--- config.mk ---
export PLATFORM = sky130hd
export DESIGN_NAME = evt_timer
export DESIGN_NICKNAME = d
export VERILOG_FILES = /design/src/rtl/evt_timer_pkg.sv /design/src/rtl/evt_timer_ctrl.sv /design/src/rtl/evt_timer_chan.sv /design/src/rtl/evt_timer_dp.sv /design/src/rtl/evt_timer.sv
export SDC_FILE = /design/constraint.sdc
export NUM_CORES = 1
export LEC_CHECK = 0
export BUFFER_PORTS_ARGS = -buffer_cell sky130_fd_sc_hd__buf_4
export CORE_MARGIN = 5
export CORE_UTILIZATION = 40
export CTS_CLUSTER_DIAMETER = 200
export CTS_CLUSTER_SIZE = 16
export DETAILED_ROUTE_END_ITERATION = 10
export PLACE_DENSITY = 0.63
export SYNTH_ARGS = -nofsm -noshare
export SYNTH_HDL_FRONTEND = slang
export SYNTH_SLANG_ARGS = --single-unit
--- constraint.sdc ---
create_clock -name clk -period 3.8 [get_ports clk]
set_clock_uncertainty 0.15 [all_clocks]
set_input_delay 0.38 -clock clk [delete_from_list [all_inputs] [get_ports clk]]
set_output_delay 0.38 -clock clk [all_outputs]
set_load 0.05 [all_outputs]
--- src/rtl/evt_timer_pkg.sv ---
package evt_timer_pkg;
  localparam int ADDR_W = 10;
  localparam int DATA_W = 32;
  localparam int IDX_W  = 5;

  // channel config bit positions
  localparam int CFG_LEVEL    = 1;
  localparam int CFG_INTEN    = 2;
  localparam int CFG_PERIODIC = 3;
  localparam int CFG_PCAP     = 4;
  localparam int CFG_FORCE32  = 5;
  localparam int CFG_VALSET   = 6;

  typedef enum logic [2:0] {
    RD_NONE, RD_CAPS, RD_PERIOD, RD_GEN, RD_STAT, RD_CNT, RD_CFG, RD_CMP
  } rdSel_e;

  typedef struct packed {
    logic             genWr;
    logic             statWr;
    logic             cntWr;
    logic             cfgWr;
    logic             cmpWr;
    logic [IDX_W-1:0] chanIdx;
    rdSel_e           rdSel;
  } busStrobe_t;
endpackage

--- src/rtl/evt_timer_ctrl.sv ---
module evt_timer_ctrl
  import evt_timer_pkg::*;
#(
  parameter int NCH = 3
) (
  input  logic              busSel,
  input  logic              busWr,
  input  logic [ADDR_W-1:0] busAddr,
  output busStrobe_t        strobe
);
  localparam logic [IDX_W-1:0] SLOT_BASE = IDX_W'(8);

  logic [IDX_W-1:0] slot;
  logic [IDX_W-1:0] idx;
  logic             inChan;
  logic             wr;

  always_comb begin
    strobe  = '0;
    slot    = busAddr[ADDR_W-1:5];
    idx     = slot - SLOT_BASE;
    inChan  = (slot >= SLOT_BASE) && (idx < IDX_W'(NCH));
    wr      = busSel && busWr;
    strobe.chanIdx = idx;
    strobe.rdSel   = RD_NONE;
    if (busSel) begin
      if (busAddr == 10'h000) begin
        strobe.rdSel = RD_CAPS;
      end else if (busAddr == 10'h004) begin
        strobe.rdSel = RD_PERIOD;
      end else if (busAddr == 10'h010) begin
        strobe.rdSel = RD_GEN;
        strobe.genWr = wr;
      end else if (busAddr == 10'h020) begin
        strobe.rdSel  = RD_STAT;
        strobe.statWr = wr;
      end else if (busAddr == 10'h0F0) begin
        strobe.rdSel = RD_CNT;
        strobe.cntWr = wr;
      end else if (inChan && busAddr[4:0] == 5'h00) begin
        strobe.rdSel = RD_CFG;
        strobe.cfgWr = wr;
      end else if (inChan && busAddr[4:0] == 5'h08) begin
        strobe.rdSel = RD_CMP;
        strobe.cmpWr = wr;
      end
    end
  end
endmodule

--- src/rtl/evt_timer_chan.sv ---
module evt_timer_chan
  import evt_timer_pkg::*;
#(
  parameter bit PCAP = 1'b1
) (
  input  logic              clk,
  input  logic              rstN,
  input  logic              run,
  input  logic [DATA_W-1:0] count,
  input  logic [DATA_W-1:0] wdata,
  input  logic              cfgWr,
  input  logic              cmpWr,
  input  logic              statusBit,
  output logic [DATA_W-1:0] cfgWord,
  output logic [DATA_W-1:0] cmpVal,
  output logic              setStatus,
  output logic              irq
);
  logic              levelQ, intEnQ, perQ, valSetQ, armedQ, edgeQ;
  logic [DATA_W-1:0] cmpQ, periodQ;
  logic              fire, loadCmp;

  assign fire      = run && armedQ && (count == cmpQ);
  assign setStatus = fire && levelQ;
  // in repeating mode without the arm-value bit a write targets the interval
  assign loadCmp   = cmpWr && !(perQ && !valSetQ);

  always_ff @(posedge clk or negedge rstN) begin
    if (!rstN) begin
      levelQ  <= 1'b0;
      intEnQ  <= 1'b0;
      perQ    <= 1'b0;
      valSetQ <= 1'b0;
      armedQ  <= 1'b0;
      edgeQ   <= 1'b0;
      cmpQ    <= '1;
      periodQ <= '0;
    end else begin
      if (cfgWr) begin
        levelQ  <= wdata[CFG_LEVEL];
        intEnQ  <= wdata[CFG_INTEN];
        perQ    <= wdata[CFG_PERIODIC] & PCAP;
        valSetQ <= wdata[CFG_VALSET];
      end
      if (cmpWr && !loadCmp) periodQ <= wdata;
      if (loadCmp) begin
        cmpQ   <= wdata;
        armedQ <= 1'b1;
        if (perQ) valSetQ <= 1'b0;
      end else if (fire) begin
        if (perQ) cmpQ <= cmpQ + periodQ;
        else      armedQ <= 1'b0;
      end
      edgeQ <= fire && !levelQ;
    end
  end

  assign cfgWord = {{(DATA_W-7){1'b0}}, valSetQ, 1'b1, PCAP, perQ, intEnQ, levelQ, 1'b0};
  assign cmpVal  = cmpQ;
  assign irq     = intEnQ && (levelQ ? statusBit : edgeQ);

  assert_oneshot_disarm_R3: assert property (@(posedge clk) disable iff (!rstN)
    (fire && !perQ && !cmpWr) |=> !armedQ);
  assert_period_advance_R4: assert property (@(posedge clk) disable iff (!rstN)
    (fire && perQ && !cmpWr) |=> (cmpQ == $past(cmpQ) + $past(periodQ)));
endmodule

--- src/rtl/evt_timer_dp.sv ---
module evt_timer_dp
  import evt_timer_pkg::*;
#(
  parameter int             NCH       = 3,
  parameter int             REV       = 1,
  parameter logic [31:0]    PERIOD_FS = 32'd10000000,
  parameter logic [NCH-1:0] PCAP_MASK = NCH'(1)
) (
  input  logic              clk,
  input  logic              rstN,
  input  busStrobe_t        strobe,
  input  logic [DATA_W-1:0] wdata,
  output logic [DATA_W-1:0] rdata,
  output logic [NCH-1:0]    irqOut
);
  localparam logic [DATA_W-1:0] CAPS_WORD =
    {16'h0, 2'b00, 1'b0, 5'(NCH-1), 8'(REV)};

  logic              runQ;
  logic [DATA_W-1:0] countQ;
  logic [NCH-1:0]    statusQ, setMask, clrMask;
  logic [DATA_W-1:0] cfgWords [NCH];
  logic [DATA_W-1:0] cmpVals  [NCH];

  always_ff @(posedge clk or negedge rstN) begin
    if (!rstN) begin
      runQ   <= 1'b0;
      countQ <= '0;
    end else begin
      if (strobe.genWr) runQ <= wdata[0];
      if (strobe.cntWr)  countQ <= wdata;
      else if (runQ)     countQ <= countQ + 1'b1;
    end
  end

  assign clrMask = strobe.statWr ? wdata[NCH-1:0] : '0;

  always_ff @(posedge clk or negedge rstN) begin
    if (!rstN) statusQ <= '0;
    else       statusQ <= (statusQ & ~clrMask) | setMask;
  end

  for (genvar i = 0; i < NCH; i++) begin : g_chan
    evt_timer_chan #(.PCAP(PCAP_MASK[i])) i_chan (
      .clk       (clk),
      .rstN      (rstN),
      .run       (runQ),
      .count     (countQ),
      .wdata     (wdata),
      .cfgWr     (strobe.cfgWr && strobe.chanIdx == IDX_W'(i)),
      .cmpWr     (strobe.cmpWr && strobe.chanIdx == IDX_W'(i)),
      .statusBit (statusQ[i]),
      .cfgWord   (cfgWords[i]),
      .cmpVal    (cmpVals[i]),
      .setStatus (setMask[i]),
      .irq       (irqOut[i])
    );
  end

  always_comb begin
    rdata = '0;
    unique case (strobe.rdSel)
      RD_CAPS:   rdata = CAPS_WORD;
      RD_PERIOD: rdata = PERIOD_FS;
      RD_GEN:    rdata = DATA_W'(runQ);
      RD_STAT:   rdata = DATA_W'(statusQ);
      RD_CNT:    rdata = countQ;
      RD_CFG, RD_CMP: begin
        for (int i = 0; i < NCH; i++) begin
          if (strobe.chanIdx == IDX_W'(i))
            rdata = (strobe.rdSel == RD_CFG) ? cfgWords[i] : cmpVals[i];
        end
      end
      default:   rdata = '0;
    endcase
  end

  assert_count_hold_R2: assert property (@(posedge clk) disable iff (!rstN)
    (!runQ && !strobe.cntWr) |=> $stable(countQ));
  assert_count_step_R2: assert property (@(posedge clk) disable iff (!rstN)
    (runQ && !strobe.cntWr) |=> (countQ == $past(countQ) + 32'd1));
  assert_status_sticky_R6: assert property (@(posedge clk) disable iff (!rstN)
    rstN |=> (($past(statusQ) & ~$past(clrMask) & ~statusQ) == '0));
endmodule

--- src/rtl/evt_timer.sv ---
module evt_timer #(
  parameter int             NCH       = 3,
  parameter logic [31:0]    PERIOD_FS = 32'd10000000,
  parameter logic [NCH-1:0] PCAP_MASK = NCH'(1)
) (
  input  logic           clk,
  input  logic           rstN,
  input  logic           busSel,
  input  logic           busWr,
  input  logic [9:0]     busAddr,
  input  logic [31:0]    busWdata,
  output logic [31:0]    busRdata,
  output logic [NCH-1:0] irqOut
);
  evt_timer_pkg::busStrobe_t strobe;

  evt_timer_ctrl #(.NCH(NCH)) i_ctrl (
    .busSel  (busSel),
    .busWr   (busWr),
    .busAddr (busAddr),
    .strobe  (strobe)
  );

  evt_timer_dp #(
    .NCH       (NCH),
    .REV       (1),
    .PERIOD_FS (PERIOD_FS),
    .PCAP_MASK (PCAP_MASK)
  ) i_dp (
    .clk    (clk),
    .rstN   (rstN),
    .strobe (strobe),
    .wdata  (busWdata),
    .rdata  (busRdata),
    .irqOut (irqOut)
  );
endmodule

==> results of run 1 <==
==> synth_stat cells (all sizes together) (9+ instances only) <==
library cell,count
dfrtp,84
nor2b,10
mux2,105
a222oi,26
ha,35
dfstp,96
a211o,9
nor3,10
a21oi,76
xor2,97
nand3,27
inv,20
nor4,21
nand4,23
clkbuf,70
mux2i,24
a211oi,9
nor2,92
nand2,118
a21o,17
o21ai,79
xnor2,57
buf,19
and3,13
==> metrics by stage <==
stage	setup WS [ns]	TNS [ns]	total power, uW	area [um^2]
3_5_place_dp	0.209	0	2790	12600
4_1_cts	0.187	0	4670	13200
6_report	0.119	0	4650	13300
2_1_floorplan	-0.0856	-1.19	2490	11600
5_1_grt	0.00971	0	4820	13300
3_3_place_gp	0.223	0	2790	12600
==> worst max-delay path: stages <==
cell	delay (ns)
buf_4	0.13
inv_1	0.13
ha_1	0.16
nor4b_2	0.28
nand2b_1	0.12
a211oi_1	0.31
a21oi_1	0.18
or3_1	0.59
buf_4	0.27
o21ai_0	0.31
buf_4	0.27
==> final cells by class <==
type | instances | area [um^2] | share of cell area
sequential | 180 | 4620 | 0.349
multi-input combinational | 915 | 6540 | 0.494
tap | 384 | 480 | 0.0363
inverter | 20 | 75.1 | 0.00567
clock inverter | 15 | 185 | 0.0140
clock buffer | 17 | 425 | 0.0321
timing repair buffer | 115 | 920 | 0.0694
==> metal layers <==
metal,GRT usage,vias to the layer above,part of all wire
met4,0.0741,2,0.030
met2,0.349,356,0.46
li1,-,4366,-
met3,0.0591,60,0.072
met5,0,-,0.00041
met1,0.298,4693,0.44
==> flip-flops by register name (all words and copies together), names as in the netlist <==
signal,count
i_dp.runQ,1
i_dp.g_chan.i_chan.perQ,1
i_dp.g_chan.i_chan.edgeQ,3
i_dp.g_chan.i_chan.armedQ,3
i_dp.countQ,32
i_dp.g_chan.i_chan.valSetQ,3
i_dp.g_chan.i_chan.levelQ,3
i_dp.g_chan.i_chan.periodQ,32
i_dp.g_chan.i_chan.intEnQ,3
i_dp.g_chan.i_chan.cmpVal,96
i_dp.statusQ,3
==> cell families (layout without fill, tap and decap cells) <==
group | after synthesis | count (layout) | synth area share
multiplexers | 129 | 129 | 0.123
buffers and inverters | 109 | 167 | 0.0390
AO/OA/AOI/OAI | 258 | 258 | 0.143
AND/OR/NAND/NOR | 338 | 338 | 0.139
adder cells (fa/ha/maj) | 36 | 36 | 0.0396
flip-flops | 180 | 180 | 0.399
XOR/XNOR | 154 | 154 | 0.117
==> placed cells by master, fill, tap and decap left out, drive strengths merged, types with 13 or more instances in the layout <==
cell,n
nand2,118
buf,114
mux2,105
xor2,97
dfstp,96
nor2,92
dfrtp,84
o21ai,79
a21oi,76
xnor2,57
ha,35
inv,28
nand3,27
a222oi,26
mux2i,24
nand4,23
nor4,21
a21o,17
clkbuf,17
and3,13
==> timing repair <==
action | in CTS | in global routing
endpoints found under the setup margin | 0 | 3
hold buffers | 1 | 0
hold endpoints to repair | 29 | 0
resized for setup | 0 | 3
==> worst paths after layout <==
path	from	end	slack, ns
setup / recovery	busAddr[8]	busRdata[26]	0.12
max in group asynchronous	rstN	i_dp.g_chan[1].i_chan.cmpVal[26]	2.14
setup reg to reg	i_dp.g_chan[0].i_chan.cmpVal[0]	i_dp.g_chan[0].i_chan.cmpVal[30]	0.33
hold reg to reg	i_dp.g_chan[2].i_chan.armedQ	i_dp.g_chan[2].i_chan.armedQ	0.33
min in group asynchronous	rstN	i_dp.countQ[7]	0.34
hold / removal	busWdata[22]	i_dp.countQ[22]	0.03
==> power groups by stage <==
stage | Combinational, uW | Clock [uW] | Sequential [uW]
after CTS | 611 | 1900 | 2160
final | 616 | 1880 | 2160
after detailed placement | 606 | 0 | 2190
after floorplan | 464 | 0 | 2030
after global routing | 666 | 1980 | 2170
after global placement | 603 | 0 | 2180
==> run summary, run 1 <==
* result of the run: finished clean
* data required time of the critical path: 3.27 ns
* area share of the largest cell type after synthesis: 0.218
* remaining global-route overflow: 0
* count of flip-flops with a built-in enable after synthesis: 0
* synthesized instance count: 1204
* die height: 180 um
* portion of the post-synthesis area used by sequential elements: 0.399
* CTS tree: done
* proportion of power drawn by combinational gates: 0.132
* part of the cycle the worst path needs: 0.969
* instance count after placement with tap cells included: 1613
* number of core rows: 62
* final worst hold slack: 0.0296 ns
* worst hold path type: input port to register
* worst reg-to-reg path cell count: 14
* maximum buffer depth of the clock tree: 2
* remaining max-slew budget at the tightest pin: 0.578
* net switching power figure: 1430 uW
* Layout fillers: 2722
* global-route wire length before repair: 56600 um
* pin count of the biggest net entering global routing: 82
* Core ar.: 28600 um^2
* I/O pin cnt: 81
* clock tree sinks: 180
* antenna violation net count after detailed routing: 0
* Worst setup EP type: output port
* Avg Vias per Cell: 5.76
* top cells by area, synth: dfstp_2, dfrtp_1, mux2_2
* number of levels the H-tree was split into: 4
* wirelength, routed: 36300 um
* post-synthesis register bit count: 180
* mean instance size in the synthesized netlist: 9.62 um^2
* net count after synthesis: 1286
* CTS buffer count: 17
* Final Non-Filler Cells: 1646
* initial antenna violation count: 1
* via count: 9477
* Die Area: 32400 um^2
* number of pins with negative max-slew slack in the final report: 0
* utilization after layout: 0.463
* CP arrival: 3.15 ns
* f_max: 0.272 GHz
* Least-Margin Pin Slew: 0.634 ns
* count of input and output buffers: 80
* wire per inst: 22.1 um
* max-capacitance violation count: 0
* sort of element at the start of the critical path: input port
* global placer's final weighted congestion: 0.918
* PwrDens: 351 nW/um^2
* Switching Share: 0.308
* type of the setup path with the least slack: input port to output port
* CP max FO: 12
* sequential cell fraction of total power: 0.464
* Final Critical Period: 3.68 ns
* static leakage power: 0.00573 uW
* Ys Warns: 0
* die extent in x: 180 um
* vias in the first global route: 9615
* cell-internal power: 3220 uW
* HPWL reported at the end of detailed placement: 26200 um
* Hold Crit Depth: 3
* Netlist Area Pre-Place: 11600 um^2
* Setup Buffers After CTS: 0
* fraction of final layout cells with drive strength greater than 1: 0.292
* post-synthesis async set-or-reset flop share: 1.00
* Root Driver: clkbuf_16
* setup repair after global routing missed its margin: no
* predominant post-synthesis flop cell: dfstp_2
* global router's overall resource usage: 0.221
* Clock transition at path regs: 0.08 ns
* Finish-stage setup viols: 0
* detailed-router iteration count before antenna repair: 7
* peak supply drop: 310 uV
* drt drc: 0
* number of distinct library cells after synthesis: 65
* fraction of power consumed by the clock network: 0.403
* Final Hold Vio Count: 0
* cell type with the highest aggregate area in the netlist: dfstp_2
* DRC marker count from the first detailed-route iteration: 881
* net count reported at finish: 1331
* Initial Utilization: 0.404
* insertion delay to the later sink of the worst-skew pair: 0.45 ns
* antenna diode count: 0
* Layout Area Growth over Synthesis: 14.4%
No activity file was read; power rests on OpenSTA's default activity.
==> run 2, diff against run 1 <==
- ABC_AREA: not set -> 1
- PLACE_DENSITY: 0.63 -> 0.62
==> run 2 against run 1 <==
- sequential share of layout area is 4.1 points lower
- critical path type unchanged
- clock-buffer cell count increased by 1
- critical endpoint is now busRdata[13]
- critical path depth grew 5
- worst setup slack improved by 0.12 ns
==> run summary, run 2 <==
* portion of the post-synthesis area used by sequential elements: 0.351, was 0.399
* number of levels the H-tree was split into: 4, unchanged
* CP arrival: 3.04 ns, was 3.15 ns
* clock tree sinks: 180, unchanged
* fraction of final layout cells with drive strength greater than 1: 0.163, was 0.292
* worst hold path type: input port to register, unchanged
* pin count of the biggest net entering global routing: 107, was 82
* number of distinct library cells after synthesis: 61, was 65
* synthesized instance count: 1845, was 1204
* launch instance of the worst register-to-register path: i_dp.g_chan[0].i_chan.cmpVal[0], unchanged
* via count: 13600, was 9477
* CTS buffer count: 17, unchanged
* maximum buffer depth of the clock tree: 2, unchanged
* data required time of the critical path: 3.27 ns, about the same
* die height: 191 um, was 180 um
* insertion delay to the later sink of the worst-skew pair: 0.47 ns, was 0.45 ns
* critical path's top delay family: simple AND/OR/NAND/NOR gates, unchanged
* I/O pin cnt: 81, unchanged
* global router's overall resource usage: 0.303, was 0.221
* net count after synthesis: 1927, was 1286
* CP max FO: 23, was 12
* initial antenna violation count: 1, unchanged
* Initial Utilization: 0.405, was 0.404
* vias in the first global route: 13100, was 9615
* antenna violation net count after detailed routing: 0, unchanged
* remaining max-slew budget at the tightest pin: 0.310, was 0.578
* Final Hold Vio Count: 0, unchanged
* CTS tree: done, unchanged
* top cells by area, synth: dfstp_2, dfrtp_1, nand2_1, was dfstp_2, dfrtp_1, mux2_2
* Final Critical Period: 3.57 ns, was 3.68 ns
* Layout Area Growth over Synthesis: 14.0%, was 14.4%
* setup TNS after final layout: 0 ns, unchanged
* number of core rows: 66, was 62
* Resized Gates After CTS: 0, unchanged
* wirelength, routed: 55600 um, was 36300 um
* post-synthesis async set-or-reset flop share: 1.00, unchanged
* Root Driver: clkbuf_16, unchanged
* peak supply drop: 310 uV, about the same
* wire per inst: 23.4 um, was 22.1 um
* remaining global-route overflow: 0, unchanged
* count of input and output buffers: 80, unchanged
* sort of element at the start of the critical path: input port, unchanged
* number of pins with negative max-slew slack in the final report: 0, unchanged
* die extent in x: 191 um, was 180 um
* max-capacitance violation count: 0, unchanged
* drt drc: 0, unchanged
* part of the cycle the worst path needs: 0.938, was 0.969
* mean instance size in the synthesized netlist: 7.13 um^2, was 9.62 um^2
* HPWL reported at the end of detailed placement: 43300 um, was 26200 um
* area share of the largest cell type after synthesis: 0.192, was 0.218
* antenna diode count: 0, unchanged
* DRC marker count from the first detailed-route iteration: 1432, was 881
* result of the run: finished clean, unchanged
* global-route wire length before repair: 82700 um, was 56600 um
* Die Area: 36600 um^2, was 32400 um^2
* static leakage power: 0.00692 uW, was 0.00573 uW
* count of flip-flops with a built-in enable after synthesis: 0, unchanged
* type of the setup path with the least slack: input port to output port, unchanged
* post-synthesis register bit count: 180, unchanged
* most used cells in the layout excluding fill and tap cells: nand2_1, inv_1, o21ai_0, was nand2_1, buf_4, mux2_2
* flip-flop count of the largest register after layout: 96, unchanged
* f_max: 0.280 GHz, was 0.272 GHz
* most common library cell in the layout ignoring fill and taps: nand2_1, unchanged
* Critical Path Max Stage Delay: 0.62 ns, was 0.59 ns
* Avg Vias per Cell: 5.73, was 5.76
* PwrDens: 277 nW/um^2, was 351 nW/um^2
* Clock transition at path regs: 0.08 ns, about the same
* setup repair after global routing missed its margin: no, unchanged
* sum of buffers and inverters on the critical path: 5, was 4
* Worst setup EP type: output port, unchanged
* global placer's final weighted congestion: 1.04, was 0.918
* cell type with the highest aggregate area in the netlist: dfstp_2, unchanged
* Least-Margin Pin Slew: 1.03 ns, was 0.634 ns
* net count reported at finish: 2003, was 1331
* cell with the largest stage delay on the worst path: o32ai_1, was or3_1
* CP cell instances: buf_4 -> inv_1 -> ha_1 -> nand2_1 -> nor2_1 -> nand2_1 -> nor2_1 -> nor2_1 -> nand2_1 -> inv_2 -> nor2_8 -> inv_2 -> nor2_2 -> nand2_2 -> o32ai_1 -> buf_4, was buf_4 -> inv_1 -> ha_1 -> nor4b_2 -> nand2b_1 -> a211oi_1 -> a21oi_1 -> or3_1 -> buf_4 -> o21ai_0 -> buf_4
* leading cell types by count after synthesis: nand2_1, inv_1, o21ai_0, was nand2_1, mux2_2, xor2_1
* utilization after layout: 0.461, was 0.463
* Finish-stage setup viols: 0, unchanged
* worst setup path start: busAddr[8], unchanged
* Ys Warns: 0, unchanged
* predominant post-synthesis flop cell: dfstp_2, unchanged
* Core ar.: 32500 um^2, was 28600 um^2
* Netlist Area Pre-Place: 13200 um^2, was 11600 um^2
* startpoint of the most critical hold path: busWdata[26], was busWdata[22]
* Layout fillers: 3448, was 2722
* detailed-router iteration count before antenna repair: 6, was 7
* most common cell in the synthesized netlist: nand2_1, unchanged
[run 2: changes by cell type after synthesis, moves of 34 or more]
cell	before	now
nand3_1	26	88
xor2_1	97	55
xnor2_1	57	23
mux2_2	105	0
nor2_1	92	129
o21ai_0	76	163
nand2_1	116	537
inv_1	20	188
clkbuf_1	69	31
o221ai_1	1	45
[run 2: area by class of cell]
type | instances | area, um^2 | share of cell area
Multi-Input combinational cell | 1384 | 7390 | 0.493
Timing Repair Buffer | 125 | 1010 | 0.0676
Clock buffer | 18 | 439 | 0.0293
Inverter | 213 | 800 | 0.0533
Tap cell | 442 | 553 | 0.0369
Clock inverter | 14 | 184 | 0.0123
Sequential cell | 180 | 4620 | 0.308
[run 2: through the flow]
stage	area [um^2]	total power, uW	hold WS [ns]	std cells	setup WS [ns]
global route	15000	4270	0.0133	2376	0.120
detailed placement	14200	2230	0.319	2326	0.324
floorplan	13200	2070	-0.0656	1845	0.530
finish	15000	4160	0.0147	2376	0.234
global placement	14200	2230	0.312	2326	0.345
CTS	15000	4180	0.000627	2376	0.307
[run 2: layer usage]
| metal | global-route usage | share of wire | wire length [um] | vias to the layer above |
|---|---|---|---|---|
| met2 | 0.479 | 0.45 | 25000 | 646 |
| met1 | 0.409 | 0.43 | 23900 | 6511 |
| met3 | 0.0573 | 0.079 | 4380 | 126 |
| li1 | - | - | - | 6337 |
| met4 | 0.123 | 0.042 | 2330 | 0 |
| met5 | 0 | 0 | 0 | - |
[run 2: report_power, final]
part	total [uW]	switching [uW]	internal [uW]	leakage (uW)
logic	273	185	88.0	0.00449
registers	1940	16.0	1930	0.00213
clock network	1940	919	1020	0.000302
total	4160	1120	3040	0.00692
[run 2: final timing paths]
path | to | slack (ns) | cells past startpoint
min in group asynchronous | i_dp.countQ[5] | 0.44 | 2
min | i_dp.g_chan[0].i_chan.cmpVal[26] | 0.01 | 3
max | busRdata[13] | 0.23 | 16
min reg2reg | i_dp.g_chan[1].i_chan.edgeQ | 0.34 | 1
max in group asynchronous | i_dp.g_chan[0].i_chan.cmpVal[13] | 2.19 | 3
max reg2reg | i_dp.g_chan[0].i_chan.cmpVal[30] | 0.69 | 11
[run 2: timing repair]
action,4_1_cts,5_1_grt
endpoints found under the hold margin,59,0
setup buffers,0,0
hold buffers,18,0
[run 2: cell families (layout without fill, tap and decap cells)]
family / Yosys count / count (layout) / synth area share
and+or+nand+nor: 909 / 909 / 0.302
muxes: 1 / 1 / 0.000760
xor gates and xnor gates: 78 / 78 / 0.0519
buffers and inverters: 281 / 370 / 0.0882
DFF: 180 / 180 / 0.351
adders and majority gates: 36 / 36 / 0.0348
AOI/OAI and AO/OA: 360 / 360 / 0.171
[run 2: tightest hold or removal path: stages]
cell,delay (ns)
buf_4,0.09
nand2_1,0.05
nand3_1,0.08
